### config.mk
export PLATFORM = sky130hd
export DESIGN_NAME = autobaud_lock
export DESIGN_NICKNAME = d
export VERILOG_FILES = /design/src/rtl/abd_pkg.sv /design/src/rtl/abd_sync.sv /design/src/rtl/abd_uart_tx.sv /design/src/rtl/abd_uart_rx.sv /design/src/rtl/autobaud_lock.sv
export SDC_FILE = /design/constraint.sdc
export NUM_CORES = 1
export LEC_CHECK = 0
export BUFFER_PORTS_ARGS = -buffer_cell sky130_fd_sc_hd__buf_2
export CORE_MARGIN = 5
export CORE_UTILIZATION = 45
export DETAILED_ROUTE_END_ITERATION = 16
export PLACE_DENSITY = 0.64
export SKIP_CTS_REPAIR_TIMING = 1
export SLEW_MARGIN = 20
export SYNTH_ARGS = -nofsm -noshare
export SYNTH_HDL_FRONTEND = slang
export SYNTH_SLANG_ARGS = --single-unit
### constraint.sdc
create_clock -name clk -period 9.3 [get_ports clk]
set_input_delay 0 -clock clk [delete_from_list [all_inputs] [get_ports clk]]
set_output_delay 0 -clock clk [all_outputs]
set_load 0.01 [all_outputs]
### src/rtl/abd_pkg.sv
// Package: shared constants, state encodings and the rounding divide used
// by the autobaud calibration block. Assumes 8N1 framing throughout.
package abd_pkg;

    localparam int FAST_BAUD    = 9600;
    localparam int SLOW_BAUD    = 4800;
    localparam int FAST_CLK_MIN = 8_000_000;
    localparam int SLOW_CLK_MIN = 4_000_000;
    localparam int CLK_CEILING  = 18_000_000;
    localparam int RUN_BITS     = 9;     // start bit plus eight zero data bits
    localparam int FRAME_LEN    = 10;    // start + 8 data + 1 stop
    localparam logic [7:0] ACK_BYTE   = 8'h00;
    localparam logic [7:0] REPLY_BYTE = 8'h55;

    typedef enum logic [2:0] {
        ST_IDLE,
        ST_LOW,
        ST_HIGH,
        ST_ACK,
        ST_REPLY,
        ST_LOCKED,
        ST_FAIL
    } cal_state_e;

    typedef enum logic [1:0] {
        RX_IDLE,
        RX_START,
        RX_DATA,
        RX_STOP
    } rx_phase_e;

    // Rounded division of a cycle count by the run length in bits.
    function automatic logic [31:0] div9_round(input logic [31:0] x);
        return (x + 32'(RUN_BITS / 2)) / 32'(RUN_BITS);
    endfunction

endpackage

### src/rtl/abd_sync.sv
// Module: two-flop synchronizer for the asynchronous receive line, plus
// one extra stage that gives single-cycle fall and rise pulses.
// Assumes the line idles high, so every stage resets to one.
module abd_sync (
    input  logic clk,
    input  logic rst_n,
    input  logic line_in,
    output logic line_s,
    output logic fall,
    output logic rise
);
    logic meta_q, sync_q, prev_q;

    // Shift the raw line through the synchronizer and the edge stage.
    always_ff @(posedge clk) begin
        if (!rst_n) begin
            meta_q <= 1'b1;
            sync_q <= 1'b1;
            prev_q <= 1'b1;
        end else begin
            meta_q <= line_in;
            sync_q <= meta_q;
            prev_q <= sync_q;
        end
    end

    assign line_s = sync_q;
    assign fall   = prev_q & ~sync_q;
    assign rise   = ~prev_q & sync_q;
endmodule

### src/rtl/abd_uart_tx.sv
// Module: single-byte 8N1 transmitter with a run-time bit divisor.
// Each bit is held for exactly `div` clock cycles. A start request is
// accepted only while idle. `done` pulses once after the stop bit.
module abd_uart_tx
    import abd_pkg::*;
#(
    parameter int W = 16
) (
    input  logic         clk,
    input  logic         rst_n,
    input  logic         start,
    input  logic [W-1:0] div,
    input  logic [7:0]   data,
    output logic         txd,
    output logic         done
);
    localparam int BIT_W = $clog2(FRAME_LEN);

    logic [FRAME_LEN-1:0] frame_q;
    logic [BIT_W-1:0]     bit_q;
    logic [W-1:0]         cnt_q;
    logic                 busy_q;
    logic                 done_q;

    // Load the frame on start, then shift one bit every div cycles.
    always_ff @(posedge clk) begin
        if (!rst_n) begin
            frame_q <= '1;
            bit_q   <= '0;
            cnt_q   <= '0;
            busy_q  <= 1'b0;
            done_q  <= 1'b0;
        end else begin
            done_q <= 1'b0;
            if (!busy_q) begin
                if (start) begin
                    busy_q  <= 1'b1;
                    frame_q <= {1'b1, data, 1'b0};
                    bit_q   <= '0;
                    cnt_q   <= W'(1);
                end
            end else if (cnt_q >= div) begin
                cnt_q   <= W'(1);
                frame_q <= {1'b1, frame_q[FRAME_LEN-1:1]};
                if (bit_q == BIT_W'(FRAME_LEN - 1)) begin
                    busy_q <= 1'b0;
                    done_q <= 1'b1;
                end else begin
                    bit_q <= bit_q + BIT_W'(1);
                end
            end else begin
                cnt_q <= cnt_q + W'(1);
            end
        end
    end

    assign txd  = busy_q ? frame_q[0] : 1'b1;
    assign done = done_q;
endmodule

### src/rtl/abd_uart_rx.sv
// Module: single-byte 8N1 receiver with a run-time bit divisor.
// A synchronized falling edge starts a frame. The start bit is re-checked
// at half a bit, and data and stop bits are sampled one bit-time apart
// after that, least significant bit first. Assumes div >= 2.
module abd_uart_rx
    import abd_pkg::*;
#(
    parameter int W = 16
) (
    input  logic         clk,
    input  logic         rst_n,
    input  logic         en,
    input  logic [W-1:0] div,
    input  logic         line_s,
    input  logic         fall,
    output logic         done,
    output logic [7:0]   data,
    output logic         frame_err
);
    rx_phase_e    phase_q;
    logic [W-1:0] cnt_q;
    logic [2:0]   bit_q;
    logic [7:0]   shift_q;
    logic         done_q;
    logic         ferr_q;
    logic [W-1:0] half;

    assign half = div >> 1;

    // Walk through start check, data bits and stop bit for one frame.
    always_ff @(posedge clk) begin
        if (!rst_n) begin
            phase_q <= RX_IDLE;
            cnt_q   <= '0;
            bit_q   <= '0;
            shift_q <= '0;
            done_q  <= 1'b0;
            ferr_q  <= 1'b0;
        end else begin
            done_q <= 1'b0;
            case (phase_q)
                RX_IDLE: begin
                    if (en && fall) begin
                        phase_q <= RX_START;
                        cnt_q   <= W'(1);
                    end
                end
                RX_START: begin
                    if (cnt_q >= half) begin
                        cnt_q   <= W'(1);
                        bit_q   <= '0;
                        phase_q <= line_s ? RX_IDLE : RX_DATA;
                    end else begin
                        cnt_q <= cnt_q + W'(1);
                    end
                end
                RX_DATA: begin
                    if (cnt_q >= div) begin
                        cnt_q   <= W'(1);
                        shift_q <= {line_s, shift_q[7:1]};
                        if (bit_q == 3'd7) begin
                            phase_q <= RX_STOP;
                        end else begin
                            bit_q <= bit_q + 3'd1;
                        end
                    end else begin
                        cnt_q <= cnt_q + W'(1);
                    end
                end
                default: begin
                    if (cnt_q >= div) begin
                        done_q  <= 1'b1;
                        ferr_q  <= ~line_s;
                        phase_q <= RX_IDLE;
                    end else begin
                        cnt_q <= cnt_q + W'(1);
                    end
                end
            endcase
        end
    end

    assign done      = done_q;
    assign data      = shift_q;
    assign frame_err = ferr_q;
endmodule

### src/rtl/autobaud_lock.sv
// Module: autobaud calibration. It measures the nine-bit low run of a
// 0x00 byte, derives the bit divisor, checks it against the supported
// host rates for CLK_HZ, sends a 0x00 acknowledge and waits for a 0x55
// reply. The locked and failed states hold until reset.
// Assumes one host, 8N1 framing and a line that idles high.
module autobaud_lock
    import abd_pkg::*;
#(
    parameter int CLK_HZ     = 12_000_000,
    parameter int MAX_CLK_HZ = 18_000_000,
    parameter int TOL_PCT    = 5,
    localparam int MAX_LOW   = (MAX_CLK_HZ / SLOW_BAUD) * RUN_BITS * (100 + TOL_PCT) / 100,
    localparam int CNT_W     = $clog2(MAX_LOW + 1)
) (
    input  logic             clk,
    input  logic             rst_n,
    input  logic             rxd,
    output logic             txd,
    output logic [CNT_W-1:0] divisor,
    output logic             locked,
    output logic             error
);
    localparam int N_FAST = CLK_HZ / FAST_BAUD;
    localparam int N_SLOW = CLK_HZ / SLOW_BAUD;
    localparam logic [31:0] FAST_LO = 32'(N_FAST - N_FAST * TOL_PCT / 100);
    localparam logic [31:0] FAST_HI = 32'(N_FAST + N_FAST * TOL_PCT / 100);
    localparam logic [31:0] SLOW_LO = 32'(N_SLOW - N_SLOW * TOL_PCT / 100);
    localparam logic [31:0] SLOW_HI = 32'(N_SLOW + N_SLOW * TOL_PCT / 100);
    localparam bit FAST_OK = (CLK_HZ >= FAST_CLK_MIN) && (CLK_HZ <= CLK_CEILING);
    localparam bit SLOW_OK = (CLK_HZ >= SLOW_CLK_MIN) && (CLK_HZ <= CLK_CEILING);
    localparam logic [31:0] LOW_LIMIT = 32'(MAX_LOW);

    cal_state_e       state_q;
    logic [CNT_W-1:0] cnt_q;
    logic [CNT_W-1:0] div_q;
    logic             tx_start_q;
    logic [31:0]      cnt_ext;
    logic [31:0]      div_ext;
    logic             rate_ok;
    logic             line_s, line_fall, line_rise;
    logic             tx_done;
    logic             rx_done, rx_ferr;
    logic [7:0]       rx_data;

    abd_sync u_sync (
        .clk     (clk),
        .rst_n   (rst_n),
        .line_in (rxd),
        .line_s  (line_s),
        .fall    (line_fall),
        .rise    (line_rise)
    );

    abd_uart_tx #(.W(CNT_W)) u_tx (
        .clk   (clk),
        .rst_n (rst_n),
        .start (tx_start_q),
        .div   (div_q),
        .data  (ACK_BYTE),
        .txd   (txd),
        .done  (tx_done)
    );

    abd_uart_rx #(.W(CNT_W)) u_rx (
        .clk       (clk),
        .rst_n     (rst_n),
        .en        (state_q == ST_REPLY),
        .div       (div_q),
        .line_s    (line_s),
        .fall      (line_fall),
        .done      (rx_done),
        .data      (rx_data),
        .frame_err (rx_ferr)
    );

    assign cnt_ext = 32'(cnt_q);
    assign div_ext = 32'(div_q);

    // Accept the divisor only inside a window whose rate suits this clock.
    always_comb begin
        rate_ok = (FAST_OK && div_ext >= FAST_LO && div_ext <= FAST_HI) ||
                  (SLOW_OK && div_ext >= SLOW_LO && div_ext <= SLOW_HI);
    end

    // Calibration sequence: measure, settle, acknowledge, confirm.
    always_ff @(posedge clk) begin
        if (!rst_n) begin
            state_q    <= ST_IDLE;
            cnt_q      <= '0;
            div_q      <= '0;
            tx_start_q <= 1'b0;
        end else begin
            tx_start_q <= 1'b0;
            case (state_q)
                ST_IDLE: begin
                    if (line_fall) begin
                        state_q <= ST_LOW;
                        cnt_q   <= CNT_W'(1);
                    end
                end
                ST_LOW: begin
                    if (!line_s) begin
                        if (cnt_ext >= LOW_LIMIT) begin
                            state_q <= ST_FAIL;
                        end else begin
                            cnt_q <= cnt_q + CNT_W'(1);
                        end
                    end else begin
                        div_q   <= CNT_W'(div9_round(cnt_ext));
                        cnt_q   <= CNT_W'(1);
                        state_q <= ST_HIGH;
                    end
                end
                ST_HIGH: begin
                    if (!line_s) begin
                        state_q <= ST_FAIL;
                    end else if (cnt_q >= div_q) begin
                        if (rate_ok) begin
                            state_q    <= ST_ACK;
                            tx_start_q <= 1'b1;
                        end else begin
                            state_q <= ST_FAIL;
                        end
                    end else begin
                        cnt_q <= cnt_q + CNT_W'(1);
                    end
                end
                ST_ACK: begin
                    if (tx_done) begin
                        state_q <= ST_REPLY;
                    end
                end
                ST_REPLY: begin
                    if (rx_done) begin
                        state_q <= (rx_ferr || rx_data != REPLY_BYTE) ? ST_FAIL : ST_LOCKED;
                    end
                end
                default: begin
                    state_q <= state_q;
                end
            endcase
        end
    end

    assign divisor = div_q;
    assign locked  = (state_q == ST_LOCKED);
    assign error   = (state_q == ST_FAIL);

    logic unused_rise;
    assign unused_rise = line_rise;
endmodule

### Word level (Yosys, flattened, before mapping)

Index checks and enable logic that the tools add are counted.

| storage, ports and cells | value |
|---|---|
| flip-flop bits (word level) | 102 |
| bits of input ports | 3 |

| operators by class | value |
|---|---|
| add/subtract/negate cells | 6 |
| divide/modulo/power cells | 1 |
| $lt $le $gt $ge | 9 |
| equal/unequal tests | 27 |
| mux-type cells | 50 |
| bitwise gates (word level) | 4 |
| reduce and logical (&&, ||, !) cells | 26 |

Operator list:

| kind | number |
|---|---|
| 16-bit 2-to-1 mux | 12 |
| 16-bit case mux with 3 select lines | 2 |
| 16-bit by 1-bit adder with 16-bit output, second input constant | 3 |
| 16-bit greater-or-equal comparator | 3 |
| 3-bit 2-to-1 mux | 11 |
| 32-bit by 4-bit divider with 32-bit output, second input constant | 1 |
| 10-bit 2-to-1 mux | 3 |
| 16-bit by 3-bit adder with 17-bit output, second input constant | 1 |
| 16-bit by 11-bit greater-or-equal comparator with 1-bit output, second input constant | 1 |
| 16-bit by 12-bit greater-or-equal comparator with 1-bit output, second input constant | 1 |
| 16-bit by 15-bit greater-or-equal comparator with 1-bit output | 1 |
| 16-bit greater-or-equal comparator, second input constant | 1 |
| 16-bit by 11-bit less-or-equal comparator with 1-bit output, second input constant | 1 |
| 16-bit by 12-bit less-or-equal comparator with 1-bit output, second input constant | 1 |
| 4-bit 2-to-1 mux | 4 |
| 3-bit case mux with 5 select lines | 1 |
| 2-bit 2-to-1 mux | 7 |
| 2-bit by 1-bit inequality test with 1-bit output, second input constant | 7 |
| 3-bit == test, second input constant | 4 |
| 2-bit inequality test, second input constant | 5 |
| 2-bit AND reduction | 5 |
| 5-bit AND reduction | 2 |
| 1-bit 2-to-1 mux | 8 |
| 8-bit by 7-bit inequality test with 1-bit output, second input constant | 1 |
| other kinds (26) | 37 |

### Longest topological paths before layout

| depth | value |
|---|---|
| depth in word-level cells | 7 |
| depth in mapped cells | 32 |
| depth with buffers taken out | 27 |

### Cells and area by module

Synthesis repeated with hierarchy kept, for this count alone.

| second synthesis, totals | value |
|---|---|
| cells, all modules | 1,153 |
| area, all modules | 9,053.7 sq um |

Modules (own cells, without submodules):

| module | times used | cells an instance | area an instance (sq um) | seq. area each (sq um) |
|---|---|---|---|---|
| autobaud_lock | 1 | 659 | 4,824.6 | 680.7 |
| abd_uart_rx | 1 | 251 | 2,209.6 | 620.6 |
| abd_uart_tx | 1 | 235 | 1,928.1 | 620.6 |
| abd_sync | 1 | 8 | 91.3 | 60.1 |

### Least setup slack after synthesis

No wires, ideal clock.

| timing | value |
|---|---|
| path type | flip-flop to flip-flop |
| from | register cnt_q[3] |
| to | register div_q[0] (netlist: divisor[0]) |
| setup time | 0.125 ns |
| data arrival time | 7.208 ns |
| path slack | 1.968 ns |
| stages on the path, launching flop included | 31 |
| path buffers | 3 |
| clock period less this slack | 7.332 ns |
| cell sequence | dfxtp_1 > ha_1 > clkbuf_1 > inv_1 > nor4_1 > or2_1 > clkbuf_1 > nor2_1 > maj3_2 > o211a_1 > buf_6 > a21oi_2 > nand2_1 > o32ai_1 > o31ai_1 > or3_1 > or3_4 > a2111o_1 > and3_1 > o221a_4 > or4_4 > a21boi_4 > xor2_2 > nor3b_2 > a21oi_2 > ha_1 > or3b_1 > a21oi_2 > o211ai_1 > a21oi_1 > o22ai_1 |

| on the way | value |
|---|---|
| longest elaborated chain between the ends | 2 |

RTL lines:

| what | line | RTL |
|---|---|---|
| start: declaration | autobaud_lock.sv:34 | `logic [CNT_W-1:0] cnt_q;` |
| start signal: assignment | autobaud_lock.sv:106 | `cnt_q <= cnt_q + CNT_W'(1);` |
| start signal: assignment | autobaud_lock.sv:125 | `cnt_q <= cnt_q + CNT_W'(1);` |
| 16-bit by 3-bit adder with 17-bit output | abd_pkg.sv:34 | `return (x + 32'(RUN_BITS / 2)) / 32'(RUN_BITS);` |
| 32-bit by 4-bit divider with 32-bit output | abd_pkg.sv:34 |  |
| end signal: assignment | autobaud_lock.sv:109 | `div_q <= CNT_W'(div9_round(cnt_ext));` |
| end: declaration | autobaud_lock.sv:35 | `logic [CNT_W-1:0] div_q;` |

Every way passes these cells.
A chain may end at the register's enable or synchronous reset.

### Worst setup path after layout

| timing | value |
|---|---|
| from | register cnt_q[9] |
| to | register div_q[0] (netlist: divisor[0]) |

Same word-level chain as after synthesis.

==> impl_metrics.py <==
metrics = {
    "worst_setup_path": {
        "crit_path_top_delay_cell": "sky130_fd_sc_hd__dfxtp_1",
        "critical_path.top_delay_family": "simple AND/OR/NAND/NOR gates",
        "cp_data_required_time_ns": 9.54,
        "critical_path.n_buffers_inverters": 1,
        "timing.critical_path.to_type": "flop",
        "criticalPathCategory": "reg2reg",
        "cp_max_fo": 15,
        "cp.arrival_ns": 8.52,
        "critical-path-max-stage-delay_ns": 0.61,
        "critical_path.startpoint_type": "flop",
    },
    "min_path": {
        "hold_path_class": "in2reg",
    },
    "timing": {
        "post-route-period-util_pct": 89.0,
        "max_slew.worst_pin.slew_ns": 1.10,
        "worst_clock_skew_ns": 0.00734,
        "timing.final.crit_period_ns": 8.28,
        "finalSetupTns_ns": 0,
        "setup_viol_count_final": 0,
        "max_freq_mhz": 121,
        "hold_viol": 0,
        "slew_headroom_pct": 25.9,
        "rsz0062_at_grt": "no",
        "slew_viol_final": 0,
    },
    "clock_network": {
        "clock_tree.buffer_depth": 2,
        "cts_tree": "yes",
        "cts.root.buffer_cell": "sky130_fd_sc_hd__clkbuf_16",
        "clk_transition_reported_paths_ns": 0.07,
        "cts-htree-levels": 3,
        "clock_latency_ns": 0.35,
        "cts.sinks": 99,
        "tritoncts.num_buffers": 9,
    },
    "grt": {
        "grt_start_max_net_pins": 71,
        "all_layer_global_routing_usage_pct": 19.0,
        "globalRouteOverflowTotal": 0,
        "number_of_global_route_vias_before_repair": 6854,
        "grt_pass1_wl_mm": 34.3,
        "antenna_violations_before_repair": 0,
    },
    "synth": {
        "syn_avg_cell_area_um2": 7.85,
        "synth.cell_area_mm2": 0.00831,
        "ys.flop_type": "sky130_fd_sc_hd__dfxtp_1",
        "synthDominantAreaCellType": "sky130_fd_sc_hd__dfxtp_1",
        "yosys_register_bits": 99,
        "synth.top_cell.area_share_pct": 23.8,
        "synth_enable_flop_cells": 0,
        "synth_cell_types": 102,
        "share_of_synthesized_registers_carrying_an_async_set_or_reset_pct": 0,
        "gate_count_after_technology_mapping": 1059,
        "netlist_top_cells_area": "sky130_fd_sc_hd__dfxtp_1, sky130_fd_sc_hd__ha_1, sky130_fd_sc_hd__o21ai_0",
        "synth_seq_area_share_pct": 23.8,
        "synth-warning-count": 0,
    },
    "floorplanning": {
        "floorplan.io_pins": 22,
        "die_x_um": 146,
        "die_height_um": 146,
        "dieArea_mm2": 0.0213,
        "design.core.area_mm2": 0.0181,
        "row_count": 49,
        "initial_utilization_pct": 46.0,
    },
    "drt": {
        "dr.first_iter.drc_count": 499,
        "post_drt_via_cell_ratio": 6.01,
        "route.final.wire_length_mm": 20.7,
        "drc_errors": 0,
        "route.vias.total": 7675,
        "wl_per_cell_um": 16.2,
        "route.antenna.remaining_nets": 0,
        "drtPass1Iterations": 5,
    },
    "job": {
        "drv.max_cap_violation_count": 0,
    },
    "pwr": {
        "power_frac_comb_pct": 37.2,
        "share_seq_of_total_power_pct": 35.5,
        "switching_share_pct": 37.8,
        "total_switching_power_uw": 535,
        "irDropWorstVdd_uv": 120,
        "power_frac_clock_pct": 27.3,
        "power.density_mw_per_mm2": 161,
        "lkg_pwr_uw": 0.00347,
        "internal_power_uw": 882,
    },
    "final_layout": {
        "share_of_final_layout_standard_cells_stronger_than_drive_strength_1_pct": 8.29,
        "areaGrowthSynthToFinish_pct": 6.06,
        "n_antenna_cell": 0,
        "non_filler_cells_final": 1278,
        "layout_commonest_cell": "sky130_fd_sc_hd__dfxtp_1",
        "nNetsFinal": 1121,
        "nFillCells": 1752,
        "most-common-layout-cells": "sky130_fd_sc_hd__dfxtp_1, sky130_fd_sc_hd__nor2_1, sky130_fd_sc_hd__nand2_1",
    },
    "placed_design": {
        "gp_congestion": 0.915,
        "place.detailed.hpwl_mm": 15.0,
        "numPortBuffers": 19,
        "placed_cells_incl_taps": 1261,
    },
    "status": {
        "status": "finished clean",
    },
}
metrics by stage:
stage | setup slack (ns) | area (µm²) | hold WS (ns) | util [%] | total power, µW
after floorplan | 1.97 | 8320 | 0.101 | - | 876
after global placement | 1.07 | 8500 | 0.181 | 47.0 | 1030
after CTS | 0.914 | 8800 | -0.185 | 48.7 | 1430
after detailed placement | 0.930 | 8500 | 0.186 | 47.0 | 1030
final | 1.02 | 8820 | 0.257 | 48.8 | 1420
after global routing | 0.270 | 8820 | 0.279 | 48.8 | 1520
per-layer routing:
| layer | vias up | GRT usage [%] | wire [µm] |
|---|---|---|---|
| li1 | 3874 | - | - |
| met3 | 28 | 2.87 | 1100 |
| met2 | 208 | 28.8 | 8960 |
| met1 | 3565 | 27.7 | 10300 |
| met5 | - | 0 | 0 |
| met4 | 0 | 5.60 | 355 |
cell usage after synthesis, types with 12 or more instances:
master / n
sky130_fd_sc_hd__nand2b_1: 27
sky130_fd_sc_hd__nor2b_1: 36
sky130_fd_sc_hd__mux2i_1: 15
sky130_fd_sc_hd__a21oi_1: 60
sky130_fd_sc_hd__clkbuf_1: 36
sky130_fd_sc_hd__nand3_1: 56
sky130_fd_sc_hd__o211ai_1: 12
sky130_fd_sc_hd__nand2_1: 76
sky130_fd_sc_hd__ha_1: 74
sky130_fd_sc_hd__nand4_1: 17
sky130_fd_sc_hd__xnor2_1: 23
sky130_fd_sc_hd__and3_1: 20
sky130_fd_sc_hd__inv_1: 37
sky130_fd_sc_hd__a21boi_0: 17
sky130_fd_sc_hd__nor3_1: 26
sky130_fd_sc_hd__xor2_1: 25
sky130_fd_sc_hd__nor2_1: 89
sky130_fd_sc_hd__dfxtp_1: 99
sky130_fd_sc_hd__o21ai_0: 67
area by class of cell:
class                           count  area (µm²)  share of cell area, %
Clock buffer                        9         225                   2.55
Clock inverter                      7        76.3                  0.865
Inverter                           38         143                   1.62
Multi-Input combinational cell    869        5950                   67.4
Sequential cell                    99        1980                   22.5
Tap cell                          229         287                   3.25
Timing Repair Buffer               27         158                   1.79
worst min-delay path: stages:
cell	delay (ns)
sky130_fd_sc_hd__buf_2	0.09
sky130_fd_sc_hd__buf_4	0.33
sky130_fd_sc_hd__nand2b_1	0.15
cell families (layout without fill, tap and decap cells):
logic type / count (synthesis) / count (layout) / share of synthesized area (%)
other cells: 1 / 2 / 0.0451
fa+ha+maj: 75 / 75 / 11.3
buf+inv: 92 / 81 / 4.82
compound gates: 290 / 290 / 24.2
xor+xnor: 50 / 50 / 5.45
mux: 19 / 19 / 2.35
flops: 99 / 99 / 23.8
simple gates: 433 / 433 / 28.1
path summary, 6_finish.rpt:
kind | start | end | slack [ns] | cells past startpoint
worst max register to register | cnt_q[9] | divisor[0] | 1.02 | 27
worst max-delay path | cnt_q[9] | divisor[0] | 1.02 | 27
worst min-delay path | rst_n | u_sync.line_s | 0.26 | 3
worst min register to register | u_sync.meta_q | u_sync.line_s | 0.41 | 1
state kept, by name, indices dropped and copies added (netlist names):
| signal | cells |
|---|---|
| divisor | 14 |
| u_tx.done | 1 |
| u_sync.line_s | 1 |
| u_sync.meta_q | 1 |
| u_rx.frame_err | 1 |
| u_sync.prev_q | 1 |
| u_rx.bit_q | 3 |
| u_rx.done | 1 |
| state_q | 3 |
| u_rx.cnt_q | 16 |
| u_tx.frame_q | 9 |
| u_tx.bit_q | 4 |
| u_rx.phase_q | 2 |
| u_tx.cnt_q | 16 |
| cnt_q | 16 |
| tx_start_q | 1 |
| u_rx.data | 8 |
| u_tx.busy_q | 1 |
power by group through the flow:
stage	Combinational, µW	Sequential (µW)	Clock [µW]
2_1_floorplan	383	493	0
3_3_place_gp	518	512	0
3_5_place_dp	522	512	0
4_1_cts	526	502	398
5_1_grt	599	509	413
6_report	527	503	386
No activity file was read; power rests on OpenSTA's default activity.
